### src/rtl/mdio_mgmt_pkg.sv
package mdio_mgmt_pkg;

  localparam int AW     = 5;   // PHY and register address width
  localparam int SEL_W  = 3;   // clock-select field width
  localparam int HALF_W = 4;   // width of a half-period count

  typedef struct packed {
    logic [AW-1:0] phy;
    logic [AW-1:0] regad;
  } mgmt_addr_t;

  // Half of the MDC period, in system clocks, for each select value.
  function automatic logic [HALF_W-1:0] half_of_sel(input logic [SEL_W-1:0] sel);
    logic [HALF_W-1:0] h;
    case (sel)
      3'd0, 3'd1: h = 4'd2;
      3'd2:       h = 4'd3;
      3'd3:       h = 4'd4;
      3'd4:       h = 4'd5;
      3'd5:       h = 4'd7;
      3'd6:       h = 4'd10;
      default:    h = 4'd14;
    endcase
    return h;
  endfunction

endpackage

### src/rtl/mdio_mdc_gen.sv
module mdio_mdc_gen
  import mdio_mgmt_pkg::*;
(
  input  logic              clk,
  input  logic              rst_n,
  input  logic              srst,
  input  logic              run,
  input  logic [HALF_W-1:0] half,
  output logic              mdc,
  output logic              rise_tick,
  output logic              fall_tick
);

  logic [HALF_W-1:0] cnt_q, cnt_d;
  logic              mdc_q, mdc_d;
  logic [HALF_W-1:0] lim;
  logic              wrap;

  assign lim  = half - HALF_W'(1);
  assign wrap = run && !srst && (cnt_q == lim);

  always_comb begin
    cnt_d = cnt_q;
    mdc_d = mdc_q;
    if (srst || !run) begin
      cnt_d = '0;
      mdc_d = 1'b0;
    end else if (wrap) begin
      cnt_d = '0;
      mdc_d = !mdc_q;
    end else begin
      cnt_d = cnt_q + HALF_W'(1);
    end
  end

  always_ff @(posedge clk or negedge rst_n) begin
    if (!rst_n) begin
      cnt_q <= '0;
      mdc_q <= 1'b0;
    end else begin
      cnt_q <= cnt_d;
      mdc_q <= mdc_d;
    end
  end

  assign mdc       = mdc_q;
  assign rise_tick = wrap && !mdc_q;
  assign fall_tick = wrap &&  mdc_q;

endmodule

### src/rtl/mdio_frame_engine.sv
module mdio_frame_engine
  import mdio_mgmt_pkg::*;
#(
  parameter int PRE_LEN = 32,
  parameter int DATA_W  = 16
) (
  input  logic              clk,
  input  logic              rst_n,
  input  logic              srst,
  input  logic              start,
  input  mgmt_addr_t        addr,
  input  logic              rise_tick,
  input  logic              fall_tick,
  input  logic              mdio_i,
  output logic              active,
  output logic              mdio_o,
  output logic              mdio_oe,
  output logic              done,
  output logic [DATA_W-1:0] rx_data
);

  localparam int HDR_LEN   = PRE_LEN + 4 + 2 * AW;
  localparam int FRAME_LEN = HDR_LEN + 2 + DATA_W;
  localparam int IDX_W     = $clog2(FRAME_LEN);
  localparam logic [IDX_W-1:0] HDR_END  = IDX_W'(HDR_LEN);
  localparam logic [IDX_W-1:0] DAT_BEG  = IDX_W'(HDR_LEN + 2);
  localparam logic [IDX_W-1:0] LAST_IDX = IDX_W'(FRAME_LEN - 1);

  logic [HDR_LEN-1:0] hdr_msb, hdr_lsb;
  logic               act_q, act_d;
  logic [IDX_W-1:0]   idx_q, idx_d;
  logic [DATA_W-1:0]  rx_q, rx_d;

  // Header: preamble, start 01, read opcode 10, PHY address, register address
  assign hdr_msb = {{PRE_LEN{1'b1}}, 4'b0110, addr.phy, addr.regad};

  for (genvar g = 0; g < HDR_LEN; g++) begin : g_rev
    assign hdr_lsb[g] = hdr_msb[HDR_LEN-1-g];
  end

  always_comb begin
    act_d = act_q;
    idx_d = idx_q;
    rx_d  = rx_q;
    done  = 1'b0;
    if (srst) begin
      act_d = 1'b0;
      idx_d = '0;
      rx_d  = '0;
    end else if (start && !act_q) begin
      act_d = 1'b1;
      idx_d = '0;
    end else if (act_q) begin
      if (rise_tick && (idx_q >= DAT_BEG)) begin
        rx_d = {rx_q[DATA_W-2:0], mdio_i};
      end
      if (fall_tick) begin
        if (idx_q == LAST_IDX) begin
          act_d = 1'b0;
          done  = 1'b1;
        end else begin
          idx_d = idx_q + IDX_W'(1);
        end
      end
    end
  end

  always_ff @(posedge clk or negedge rst_n) begin
    if (!rst_n) begin
      act_q <= 1'b0;
      idx_q <= '0;
      rx_q  <= '0;
    end else begin
      act_q <= act_d;
      idx_q <= idx_d;
      rx_q  <= rx_d;
    end
  end

  assign active  = act_q;
  assign mdio_oe = act_q && (idx_q < HDR_END);
  assign mdio_o  = mdio_oe ? hdr_lsb[idx_q] : 1'b1;
  assign rx_data = rx_q;

endmodule

### src/rtl/mdio_scan_master.sv
module mdio_scan_master
  import mdio_mgmt_pkg::*;
#(
  parameter int PRE_LEN = 32,
  parameter int DATA_W  = 16
) (
  input  logic              clk,
  input  logic              rst_n,
  input  logic              cmd_we,
  input  logic [1:0]        cmd_wdata,
  input  logic              addr_we,
  input  logic [15:0]       addr_wdata,
  input  logic [SEL_W-1:0]  cfg_clksel,
  input  logic              cfg_mgmt_rst,
  input  logic              mdio_i,
  output logic              mdc,
  output logic              mdio_o,
  output logic              mdio_oe,
  output logic              ind_busy,
  output logic              ind_scanning,
  output logic              ind_notvalid,
  output logic [DATA_W-1:0] rd_data
);

  logic              busy_q, busy_d;
  logic              scan_q, scan_d;
  logic              nv_q, nv_d;
  logic              start_q, start_d;
  mgmt_addr_t        addr_q, addr_d;
  logic [HALF_W-1:0] half_q, half_d;
  logic [DATA_W-1:0] rdata_q, rdata_d;

  logic              eng_active, eng_done, rise_tick, fall_tick;
  logic [DATA_W-1:0] eng_rx;
  logic              accept, stop_req;

  assign accept   = cmd_we && !busy_q && (cmd_wdata != 2'b00);
  assign stop_req = cmd_we && busy_q && scan_q && !cmd_wdata[1];

  always_comb begin
    busy_d  = busy_q;
    scan_d  = scan_q;
    nv_d    = nv_q;
    start_d = 1'b0;
    addr_d  = addr_q;
    half_d  = half_q;
    rdata_d = rdata_q;
    if (cfg_mgmt_rst) begin
      busy_d  = 1'b0;
      scan_d  = 1'b0;
      nv_d    = 1'b1;
      rdata_d = '0;
    end else begin
      if (addr_we && !busy_q) begin
        addr_d.phy   = addr_wdata[12:8];
        addr_d.regad = addr_wdata[4:0];
      end
      if (accept) begin
        busy_d  = 1'b1;
        scan_d  = cmd_wdata[1];
        nv_d    = 1'b1;
        start_d = 1'b1;
        half_d  = half_of_sel(cfg_clksel);
      end
      if (stop_req) begin
        scan_d = 1'b0;
      end
      if (eng_done) begin
        rdata_d = eng_rx;
        nv_d    = 1'b0;
        if (scan_q && !stop_req) begin
          start_d = 1'b1;
        end else begin
          busy_d = 1'b0;
          scan_d = 1'b0;
        end
      end
    end
  end

  always_ff @(posedge clk or negedge rst_n) begin
    if (!rst_n) begin
      busy_q  <= 1'b0;
      scan_q  <= 1'b0;
      nv_q    <= 1'b1;
      start_q <= 1'b0;
      addr_q  <= '0;
      half_q  <= 4'd2;
      rdata_q <= '0;
    end else begin
      busy_q  <= busy_d;
      scan_q  <= scan_d;
      nv_q    <= nv_d;
      start_q <= start_d;
      addr_q  <= addr_d;
      half_q  <= half_d;
      rdata_q <= rdata_d;
    end
  end

  mdio_mdc_gen u_mdc (
    .clk       (clk),
    .rst_n     (rst_n),
    .srst      (cfg_mgmt_rst),
    .run       (eng_active),
    .half      (half_q),
    .mdc       (mdc),
    .rise_tick (rise_tick),
    .fall_tick (fall_tick)
  );

  mdio_frame_engine #(.PRE_LEN(PRE_LEN), .DATA_W(DATA_W)) u_eng (
    .clk       (clk),
    .rst_n     (rst_n),
    .srst      (cfg_mgmt_rst),
    .start     (start_q),
    .addr      (addr_q),
    .rise_tick (rise_tick),
    .fall_tick (fall_tick),
    .mdio_i    (mdio_i),
    .active    (eng_active),
    .mdio_o    (mdio_o),
    .mdio_oe   (mdio_oe),
    .done      (eng_done),
    .rx_data   (eng_rx)
  );

  assign ind_busy     = busy_q;
  assign ind_scanning = scan_q;
  assign ind_notvalid = nv_q;
  assign rd_data      = rdata_q;

endmodule

### config.mk
export PLATFORM = sky130hd
export DESIGN_NAME = mdio_scan_master
export DESIGN_NICKNAME = d
export VERILOG_FILES = /design/src/rtl/mdio_mgmt_pkg.sv /design/src/rtl/mdio_mdc_gen.sv /design/src/rtl/mdio_frame_engine.sv /design/src/rtl/mdio_scan_master.sv
export SDC_FILE = /design/constraint.sdc
export NUM_CORES = 1
export LEC_CHECK = 0
export BUFFER_PORTS_ARGS = -buffer_cell sky130_fd_sc_hd__buf_2
export CELL_PAD_IN_SITES_DETAIL_PLACEMENT = 1
export CELL_PAD_IN_SITES_GLOBAL_PLACEMENT = 2
export CORE_UTILIZATION = 38
export CTS_BUF_LIST = sky130_fd_sc_hd__clkbuf_8
export DETAILED_ROUTE_END_ITERATION = 10
export PLACE_DENSITY_LB_ADDON = 0.15
export SYNTH_ARGS = -nofsm -noshare
export SYNTH_HDL_FRONTEND = slang
export SYNTH_SLANG_ARGS = --single-unit
### constraint.sdc
create_clock -name clk -period 5.7 [get_ports clk]
set_clock_uncertainty 0.2 [all_clocks]
set_input_delay 0.285 -clock clk [delete_from_list [all_inputs] [get_ports clk]]
set_output_delay 0.285 -clock clk [all_outputs]
set_load 0.01 [all_outputs]
==> impl_metrics.json <==
{
  "status": "completed",
  "cts-htree-levels": 3,
  "ir_drop_uv": 110,
  "cts_setup_buffers": 0,
  "synth.yosys.warnings": 0,
  "cp_num_buf_inv": 1,
  "gp_congestion": 0.692,
  "path_cells": "inv_1, ha_1, xor2_1, nand2_1, or4_1, mux2i_1, nor2_1",
  "synthCells": 269,
  "insertedDiodeCount": 0,
  "endpoint_kind": "flop",
  "syn_avg_cell_area_sq_um": 10.7,
  "die_w_um": 89.2,
  "cp_max_fo": 16,
  "hold_path_depth": 3,
  "maxCapViolations": 0,
  "die_h_um": 89.2,
  "clkLatencyLatePin_ns": 0.34,
  "rsz0062_at_grt": "no",
  "pre_cts_slack_ns": 2.86,
  "drc_errors": 0,
  "reg2reg_slack_ns": 2.85,
  "maxSlewViolCount": 0,
  "setup_viol": 0,
  "cts_tree": "built",
  "ctsHoldBuffers": 12,
  "drt_iter0_markers": 32,
  "start_util": 0.396,
  "min_period_ns": 2.85,
  "clockBufferDepth": 2,
  "cp_top_family": "simple AND/OR/NAND/NOR gates",
  "cp_slowest_stage_delay_ns": 0.94,
  "die-area_sq_mm": 0.00796,
  "reg2reg_depth": 7,
  "cts-resized-gates": 0,
  "tns_ns": 0,
  "drive_above_1_share": 0.242,
  "clk_pin_slew_ns": 0.07,
  "grt-ovfl-total": 0,
  "grt_max_degree": 63,
  "syn_area_sq_mm": 0.00289,
  "worst_ep_arrival_time_ns": 2.84,
  "coreArea_sq_mm": 0.00729,
  "first_pass_iters": 4,
  "yosysTopAreaCell": "dfrtp_1",
  "postRouteAntennaNets": 0,
  "viasPerCell": 4.88,
  "hpwl_um": 3770,
  "ios": 49,
  "fin_crit_sh": 0.500,
  "synth_top_area_frac": 0.520,
  "clkSinkCount": 62,
  "synthTopCellsByArea": "dfrtp_1, mux2i_1, nand2_1",
  "synth_fp_nets": 299,
  "cp.required_ns": 5.69,
  "fmax_mhz": 351,
  "wire_per_inst_um": 13.9,
  "synth_cell_types": 40,
  "grt_pass1_vias": 2086,
  "num_vias": 2094,
  "holdWs_ns": 0.0289,
  "placed_cell_area_sq_mm": 0.00317,
  "worstSetupPathType": "reg -> reg",
  "stdcell_area_sq_mm": 0.00353,
  "port_buffers": 42,
  "cts_buffers": 9,
  "finalWirelength_um": 5940,
  "grt.total_usage": 0.168,
  "ys_ff_latch": 62,
  "cpMaxStageDelayCell": "or4_1",
  "worstMarginPinSlew_ns": 0.924,
  "min_from": "cfg_clksel[2]",
  "hold_class": "in -> reg",
  "min_to": "half_q[3]",
  "max-slew-margin-rel": 0.384,
  "nNetsFinal": 355,
  "syn2layout_area_growth_pct": 22.1,
  "hold_viol": 0,
  "fin_ws_ns": 2.85,
  "timing.rr.start": "half_q[1]",
  "leakage_nw": 1.72,
  "nFillCells": 839,
  "antenna_found_initial": 0,
  "grt_pass1_wl_um": 9870,
  "cts_root_buffer": "clkbuf_8",
  "worstReg2RegEnd": "u_eng.rx_data[11]",
  "power_density_mw_per_mm2": 293,
  "yosysSeqAreaShare": 0.538,
  "fp-row-count": 31,
  "p_total_mw": 1.03,
  "cp-start-kind": "flop"
}
## flip-flops by register name, summed over array words and instances, names as in the netlist
name           cells
addr_q            10
half_q             4
ind_busy           1
u_eng.rx_data     16
rd_data           16
ind_notvalid       1
u_eng.idx_q        6
u_mdc.cnt_q        4
u_mdc.mdc          1
ind_scanning       1
start_q            1
u_eng.active       1
## worst reg2reg max path: cells and delay by family, from the launching register on
family / cells / cell delay [ns]
XOR/XNOR: 1 / 0.20
adder cells (fa/ha/maj): 1 / 0.29
buffers and inverters: 1 / 0.05
flip-flops: 1 / 0.54
multiplexers: 1 / 0.34
AND/OR/NAND/NOR: 3 / 1.10
## synth_stat cells (all sizes together)
cell type and instances:
a21o 1, a21oi 6, a221oi 1, a31o 1, and4 2, buf 5, clkbuf 7, dfrtp 60
dfstp 2, ha 3, inv 7, mux2 11, mux2i 18, mux4 2, nand2 33, nand2b 17
nand3 3, nand4 1, nor2 26, nor2b 2, nor3 8, nor3b 2, nor4 2, nor4b 1
o21a 2, o21ai 25, o311ai 1, o31a 3, or2 1, or3 2, or4 1, or4b 1
xnor2 6, xor2 6
## per-layer routing
layer,up-vias,share of wire,GRT usage
met5,-,0,0
met4,0,0.012,0.0563
met3,6,0.034,0.0582
met2,27,0.50,0.270
met1,1034,0.45,0.212
li1,1027,-,-
## through the flow
step / instances / utilization
2_1_floorplan: 269 / -
3_3_place_gp: 401 / 0.435
3_5_place_dp: 401 / 0.435
4_1_cts: 429 / 0.484
5_1_grt: 429 / 0.484
6_report: 429 / 0.484
## power breakdown
group	switching [mW]	leakage [nW]	total (mW)	internal, mW
Clock	0.168	0.124	0.447	0.280
Sequential	0.0148	0.829	0.478	0.463
Combinational	0.0554	0.766	0.107	0.0518
## layout by cell type (no fill, tap or decap), drive strengths merged, types with 3 or more instances in the layout
cell,Yosys,final
nand2b,17,17
a21oi,6,6
nor2,26,26
inv,7,8
nor3,8,8
nand2,33,33
buf,5,45
mux2,11,11
dfrtp,60,60
nand3,3,3
dlygate4sd3,0,12
o21ai,25,25
ha,3,3
xor2,6,6
clkbuf,7,12
mux2i,18,18
xnor2,6,6
o31a,3,3
## cells by family after synthesis
group,after synthesis,synth area share
AND/OR/NAND/NOR,102,0.175
flip-flops,62,0.538
AO/OA/AOI/OAI,40,0.0801
multiplexers,31,0.121
buffers and inverters,19,0.0338
XOR/XNOR,12,0.0390
adder cells (fa/ha/maj),3,0.0130
## final cells by class
| class | count | area (sq um) | share of cell area |
|---|---|---|---|
| Clock buffer | 12 | 165 | 0.0468 |
| Inverter | 7 | 26.3 | 0.00745 |
| Sequential cell | 62 | 1550 | 0.440 |
| Clock inverter | 4 | 68.8 | 0.0195 |
| Tap cell | 99 | 124 | 0.0351 |
| Timing Repair Buffer | 57 | 353 | 0.100 |
| Multi-Input combinational cell | 188 | 1240 | 0.351 |
## worst max-delay path by stage
stage	depth (start not counted)	startpoint	end
3_3_place_gp	5	cfg_mgmt_rst	u_eng.rx_data[12]
3_5_place_dp	7	half_q[1]	u_eng.rx_data[3]
5_1_grt	7	half_q[1]	u_eng.rx_data[11]
6_report	7	half_q[1]	u_eng.rx_data[11]
4_1_cts	7	half_q[1]	u_eng.rx_data[11]
2_1_floorplan	9	half_q[1]	u_eng.rx_data[10]
Note: power is estimated with default switching activity, not from simulation.
